`config.mk`:
```
export PLATFORM = sky130hd
export DESIGN_NAME = tgt_clkrst_seq
export DESIGN_NICKNAME = d
export VERILOG_FILES = /design/src/rtl/tgt_seq_pkg.sv /design/src/rtl/tgt_clk_gen.sv /design/src/rtl/tgt_seq_fsm.sv /design/src/rtl/tgt_clkrst_seq.sv
export SDC_FILE = /design/constraint.sdc
export NUM_CORES = 1
export LEC_CHECK = 0
export BUFFER_PORTS_ARGS = -buffer_cell sky130_fd_sc_hd__buf_4
export CORE_ASPECT_RATIO = 0.7
export CORE_MARGIN = 8
export CORE_UTILIZATION = 51
export CTS_CLUSTER_SIZE = 12
export DETAILED_ROUTE_END_ITERATION = 7
export PLACE_DENSITY = 0.7
export SLEW_MARGIN = 5
export SYNTH_ARGS = -nofsm -noshare
export SYNTH_HDL_FRONTEND = slang
export SYNTH_SLANG_ARGS = --single-unit
export TNS_END_PERCENT = 20
```
`constraint.sdc`:
```
create_clock -name clk -period 3.64 [get_ports clk]
set_input_delay 0.182 -clock clk [delete_from_list [all_inputs] [get_ports clk]]
set_output_delay 0.182 -clock clk [all_outputs]
set_load 0.005 [all_outputs]
```
`src/rtl/tgt_seq_pkg.sv`:
```
package tgt_seq_pkg;
  typedef enum logic [1:0] {
    ST_OFF  = 2'd0,
    ST_WARM = 2'd1,
    ST_RUN  = 2'd2,
    ST_HALT = 2'd3
  } seq_st_t;
endpackage

```
`src/rtl/tgt_clk_gen.sv`:
```
module tgt_clk_gen #(
  parameter int PER_W = 8
) (
  input  logic             clk,
  input  logic             rst,
  input  logic             load_i,
  input  logic [PER_W-1:0] per_i,
  input  logic             hold_i,
  output logic             tclk_o,
  output logic             active_o,
  output logic             wrap_o
);
  localparam logic [PER_W-1:0] MIN_PER = PER_W'(2);

  logic [PER_W-1:0] per_q, ph_q, ph_n, hi_len, per_eff;
  logic             tclk_q, act_q;

  assign per_eff = (per_i < MIN_PER) ? MIN_PER : per_i;
  assign hi_len  = per_q >> 1;
  assign wrap_o  = act_q && (ph_q == per_q - PER_W'(1));
  assign ph_n    = wrap_o ? '0 : ph_q + PER_W'(1);

  always_ff @(posedge clk) begin
    if (rst) begin
      per_q  <= MIN_PER;
      ph_q   <= '0;
      tclk_q <= 1'b0;
      act_q  <= 1'b0;
    end else if (load_i) begin
      per_q  <= per_eff;
      ph_q   <= '0;
      tclk_q <= 1'b1;
      act_q  <= 1'b1;
    end else if (act_q) begin
      if (wrap_o && hold_i) begin
        act_q  <= 1'b0;
        tclk_q <= 1'b0;
        ph_q   <= '0;
      end else begin
        ph_q   <= ph_n;
        tclk_q <= (ph_n < hi_len);
      end
    end
  end

  assign tclk_o   = tclk_q;
  assign active_o = act_q;

  AST_PERIOD_FLOOR: assert property (@(posedge clk) disable iff (rst)
    act_q |-> (per_q >= MIN_PER));
  AST_IDLE_LOW: assert property (@(posedge clk) disable iff (rst)
    !act_q |-> !tclk_q);
  AST_PERIOD_HELD: assert property (@(posedge clk) disable iff (rst)
    (act_q && $past(act_q) && !$past(load_i)) |-> $stable(per_q));
endmodule

```
`src/rtl/tgt_seq_fsm.sv`:
```
module tgt_seq_fsm
  import tgt_seq_pkg::*;
#(
  parameter int MIN_CYC = 3
) (
  input  logic clk,
  input  logic rst,
  input  logic start_i,
  input  logic stop_i,
  input  logic wrap_i,
  output logic load_o,
  output logic hold_o,
  output logic trst_n_o,
  output logic running_o
);
  localparam int CYC_W = $clog2(MIN_CYC + 1);
  localparam logic [CYC_W-1:0] LAST_CYC = CYC_W'(MIN_CYC - 1);

  seq_st_t          st_q;
  logic [CYC_W-1:0] cyc_q;
  logic             trst_n_q, run_q;

  assign load_o = (st_q == ST_OFF) && start_i;
  assign hold_o = (st_q == ST_HALT);

  always_ff @(posedge clk) begin
    if (rst) begin
      st_q     <= ST_OFF;
      cyc_q    <= '0;
      trst_n_q <= 1'b0;
      run_q    <= 1'b0;
    end else begin
      case (st_q)
        ST_OFF: if (start_i) begin
          st_q  <= ST_WARM;
          cyc_q <= '0;
        end
        ST_WARM: begin
          if (stop_i) begin
            st_q <= ST_HALT;
          end else if (wrap_i) begin
            if (cyc_q == LAST_CYC) begin
              st_q     <= ST_RUN;
              trst_n_q <= 1'b1;
              run_q    <= 1'b1;
            end else begin
              cyc_q <= cyc_q + CYC_W'(1);
            end
          end
        end
        ST_RUN: if (stop_i) begin
          st_q     <= ST_HALT;
          trst_n_q <= 1'b0;
          run_q    <= 1'b0;
        end
        default: if (wrap_i) st_q <= ST_OFF;
      endcase
    end
  end

  assign trst_n_o  = trst_n_q;
  assign running_o = run_q;

  AST_START_IGNORED: assert property (@(posedge clk) disable iff (rst)
    (st_q == ST_RUN && start_i && !stop_i) |=> (st_q == ST_RUN && trst_n_q));
  AST_STOP_IGNORED: assert property (@(posedge clk) disable iff (rst)
    (st_q == ST_OFF && stop_i && !start_i) |=> (st_q == ST_OFF && !trst_n_q));
  AST_WARM_HELD: assert property (@(posedge clk) disable iff (rst)
    (st_q == ST_WARM && stop_i) |=> !trst_n_q);
endmodule

```
`src/rtl/tgt_clkrst_seq.sv`:
```
module tgt_clkrst_seq #(
  parameter int PER_W   = 8,
  parameter int MIN_CYC = 3
) (
  input  logic             clk,
  input  logic             rst,
  input  logic             start_i,
  input  logic             stop_i,
  input  logic [PER_W-1:0] period_i,
  output logic             tgt_clk_o,
  output logic             tgt_rst_n_o,
  output logic             running_o
);
  logic load, hold, wrap, clk_active;

  tgt_seq_fsm #(.MIN_CYC(MIN_CYC)) u_fsm (
    .clk       (clk),
    .rst       (rst),
    .start_i   (start_i),
    .stop_i    (stop_i),
    .wrap_i    (wrap),
    .load_o    (load),
    .hold_o    (hold),
    .trst_n_o  (tgt_rst_n_o),
    .running_o (running_o)
  );

  tgt_clk_gen #(.PER_W(PER_W)) u_clk (
    .clk      (clk),
    .rst      (rst),
    .load_i   (load),
    .per_i    (period_i),
    .hold_i   (hold),
    .tclk_o   (tgt_clk_o),
    .active_o (clk_active),
    .wrap_o   (wrap)
  );

  AST_RELEASE_LOW_PHASE: assert property (@(posedge clk) disable iff (rst)
    $rose(tgt_rst_n_o) |-> (!$past(tgt_clk_o) && clk_active));
  AST_RESET_BEFORE_HALT: assert property (@(posedge clk) disable iff (rst)
    $fell(clk_active) |-> (!tgt_rst_n_o && !$past(tgt_rst_n_o)));
  AST_RESET_NEEDS_CLOCK: assert property (@(posedge clk) disable iff (rst)
    tgt_rst_n_o |-> clk_active);
  AST_FLAG_MATCH: assert property (@(posedge clk) disable iff (rst)
    running_o == tgt_rst_n_o);
endmodule

```
==> impl_metrics.json <==
{
  "hold_path.class": "in2reg",
  "syn_area_mm2": 0.00168,
  "first_global_vias": 1317,
  "fin_nets": 252,
  "most-common-layout-cells": "nor2_1, dfxtp_1, nand2_1",
  "core_mm2": 0.00315,
  "worstPathRequired_ns": 3.83,
  "io_buffers": 14,
  "crit_path_max_fanout": 17,
  "final_core_util": 0.580,
  "grt_max_degree": 18,
  "post-route-min-period_ns": 3.12,
  "cap_violations": 0,
  "ys_async_sr_fraction": 0,
  "r2r_start": "u_clk.per_q[1]",
  "arrival_ns": 3.31,
  "rr_worst_depth": 12,
  "avgSynthCellArea_um2": 7.63,
  "drc": 0,
  "min_from": "period_i[0]",
  "drive_above_1_share": 0.0973,
  "grt_pass1_wl_um": 6420,
  "numCtsBuffers": 3,
  "leakagePower_uw": 0.000754,
  "placed_cell_area_mm2": 0.00178,
  "drt_pass1_iterations": 4,
  "setup.reg_to_reg.worst_slack_ns": 0.52,
  "clock_latency_ns": 0.26,
  "rows": 17,
  "hpwl_um": 2890,
  "max_freq_mhz": 320,
  "routed_wl_um": 3760,
  "post_cts_buffers": 0,
  "yosys_warnings": 0,
  "htreeDepth": 1,
  "syn2layout_area_growth_pct": 8.87,
  "min_period_over_period": 0.858,
  "power_density_mw_per_mm2": 486,
  "cts_resized": 0,
  "syn_nets": 245,
  "design_area_mm2": 0.00183,
  "tns_ns": 0,
  "ys.flop_type": "dfxtp_1",
  "setup_violations": 0,
  "drv_slew": 0,
  "critPathTopFamily": "compound AO/OA/AOI/OAI gates",
  "critical_path.cell_chain": "inv_1, ha_1, o21bai_1, a2111oi_2, a311oi_1, a2111oi_4, buf_4, nor2_1, ha_1, a21oi_1, o2111ai_1, o22ai_1",
  "crit_top_cell": "ha_1",
  "cts_tree": "yes",
  "ys_ff_latch": 23,
  "globalplace.congestion": 0.840,
  "clk_pin_slew_ns": 0.08,
  "n_antenna_cell": 0,
  "worstSetupPathType": "reg2reg",
  "clockBufferDepth": 2,
  "status": "completed",
  "drt_iter0_markers": 68,
  "die_area_mm2": 0.00541,
  "min_path_cells": 3,
  "r2r-end": "u_clk.tclk_o",
  "vdd_ir_drop_max_uv": 353,
  "postCtsHoldBufs": 0,
  "skew_ns": 0.00459,
  "root_buffer": "clkbuf_8",
  "rsz0062_at_grt": "false",
  "ant_nets": 0,
  "antenna_found_initial": 0,
  "die_width_um": 84.6,
  "layout_commonest_cell": "nor2_1",
  "worstMarginPinSlew_ns": 0.461,
  "final_hold_viol_count": 0,
  "grtUsageTotal": 0.143,
  "wl_per_cell_um": 14.2,
  "grt-ovfl-total": 0,
  "synth_top_cells_by_area": "dfxtp_1, ha_1, a21oi_1, nor2_1, nand2_1",
  "relSlewSlack": 0.693,
  "cp_slowest_cell": "dfxtp_1",
  "cts_sinks": 23,
  "ys_types": 38,
  "synth_edf_count": 0,
  "yosys.area.top_type": "dfxtp_1",
  "num_vias": 1468,
  "cp-end-kind": "flip-flop",
  "n_fill_cell": 312,
  "start_util": 0.533,
  "viasPerCell": 5.56,
  "die_y_um": 64.0,
  "critPathLaunchType": "flip-flop",
  "synthCells": 220,
  "crit_path_max_incr_delay_ns": 0.49,
  "yosysSeqAreaShare": 0.274,
  "io-pin-count": 15,
  "holdPathEnd": "u_clk.per_q[0]",
  "worst-path-buf-inv": 2,
  "yosysTopAreaCellShare": 0.274
}
-- state kept, by name, indices dropped and copies added (netlist names) --
signal and count:
u_clk.per_q 8, u_fsm.trst_n_o 1, u_fsm.st_q 2, u_clk.active_o 1, u_clk.tclk_o 1, u_fsm.cyc_q 2, u_clk.ph_q 8
-- cells by family after synthesis --
logic type / Yosys count / synth area share
adders and majority gates: 13 / 0.0969
and+or+nand+nor: 81 / 0.244
buffers and inverters: 33 / 0.0858
DFF: 23 / 0.274
muxes: 2 / 0.0119
AOI/OAI and AO/OA: 53 / 0.209
xor gates and xnor gates: 15 / 0.0783
-- synthesized netlist by cell type (all sizes together) (3+ instances only) --
master / number
nand2: 22
o21ai: 10
xnor2: 8
a22oi: 3
nand3: 5
nand4: 4
ha: 13
nand3b: 4
nor2: 25
clkbuf: 8
nand2b: 5
xor2: 7
o2111ai: 3
inv: 20
a21oi: 20
nor3: 7
dfxtp: 23
buf: 5
a211oi: 3
-- final cells by class --
class,instances,area (um^2),share of cell area
repair buffers,15,113,0.0616
inverters,20,75.1,0.0411
well taps,38,47.5,0.0260
multi-input cells,164,1090,0.595
clock buffers,4,45.0,0.0247
flip-flops and latches,23,460,0.252
-- tightest hold or removal path: stages --
cell and delay [ns]:
buf_4 0.08, nand2_1 0.04, o21ai_0 0.06
-- report_power, final --
group | switching (uW) | internal [uW]
combinational | 215 | 168
clock | 79.7 | 78.1
sequential | 56.0 | 290
total | 351 | 536
-- metal layers --
layer / up-vias / global-route usage / share of wire
li1: 767 / - / -
met1: 660 / 0.210 / 0.54
met2: 39 / 0.200 / 0.39
met3: 2 / 0.0383 / 0.063
met4: 0 / 0.0331 / 0.0040
met5: - / 0 / 0
-- metrics by stage --
stage | cells | power, uW | setup WS [ns] | hold slack (ns)
3_5_place_dp | 260 | 732 | 0.547 | 0.396
3_3_place_gp | 260 | 728 | 0.602 | 0.397
5_1_grt | 264 | 959 | 0.239 | 0.111
2_1_floorplan | 220 | 634 | 0.616 | 0.291
6_report | 264 | 887 | 0.518 | 0.118
4_1_cts | 264 | 893 | 0.524 | 0.117
-- worst max-delay path by stage --
| stage | from | to | slack [ns] | cells after the start |
|---|---|---|---|---|
| finish | u_clk.per_q[1] | u_clk.tclk_o | 0.52 | 12 |
| CTS | u_clk.per_q[1] | u_clk.tclk_o | 0.52 | 12 |
| global placement | u_clk.per_q[1] | u_clk.tclk_o | 0.60 | 12 |
| detailed placement | u_clk.per_q[1] | u_clk.tclk_o | 0.55 | 12 |
| floorplan | u_clk.per_q[0] | u_clk.tclk_o | 0.62 | 17 |
| global route | u_clk.per_q[0] | u_clk.tclk_o | 0.24 | 14 |
Note: power is estimated with default switching activity, not from simulation.
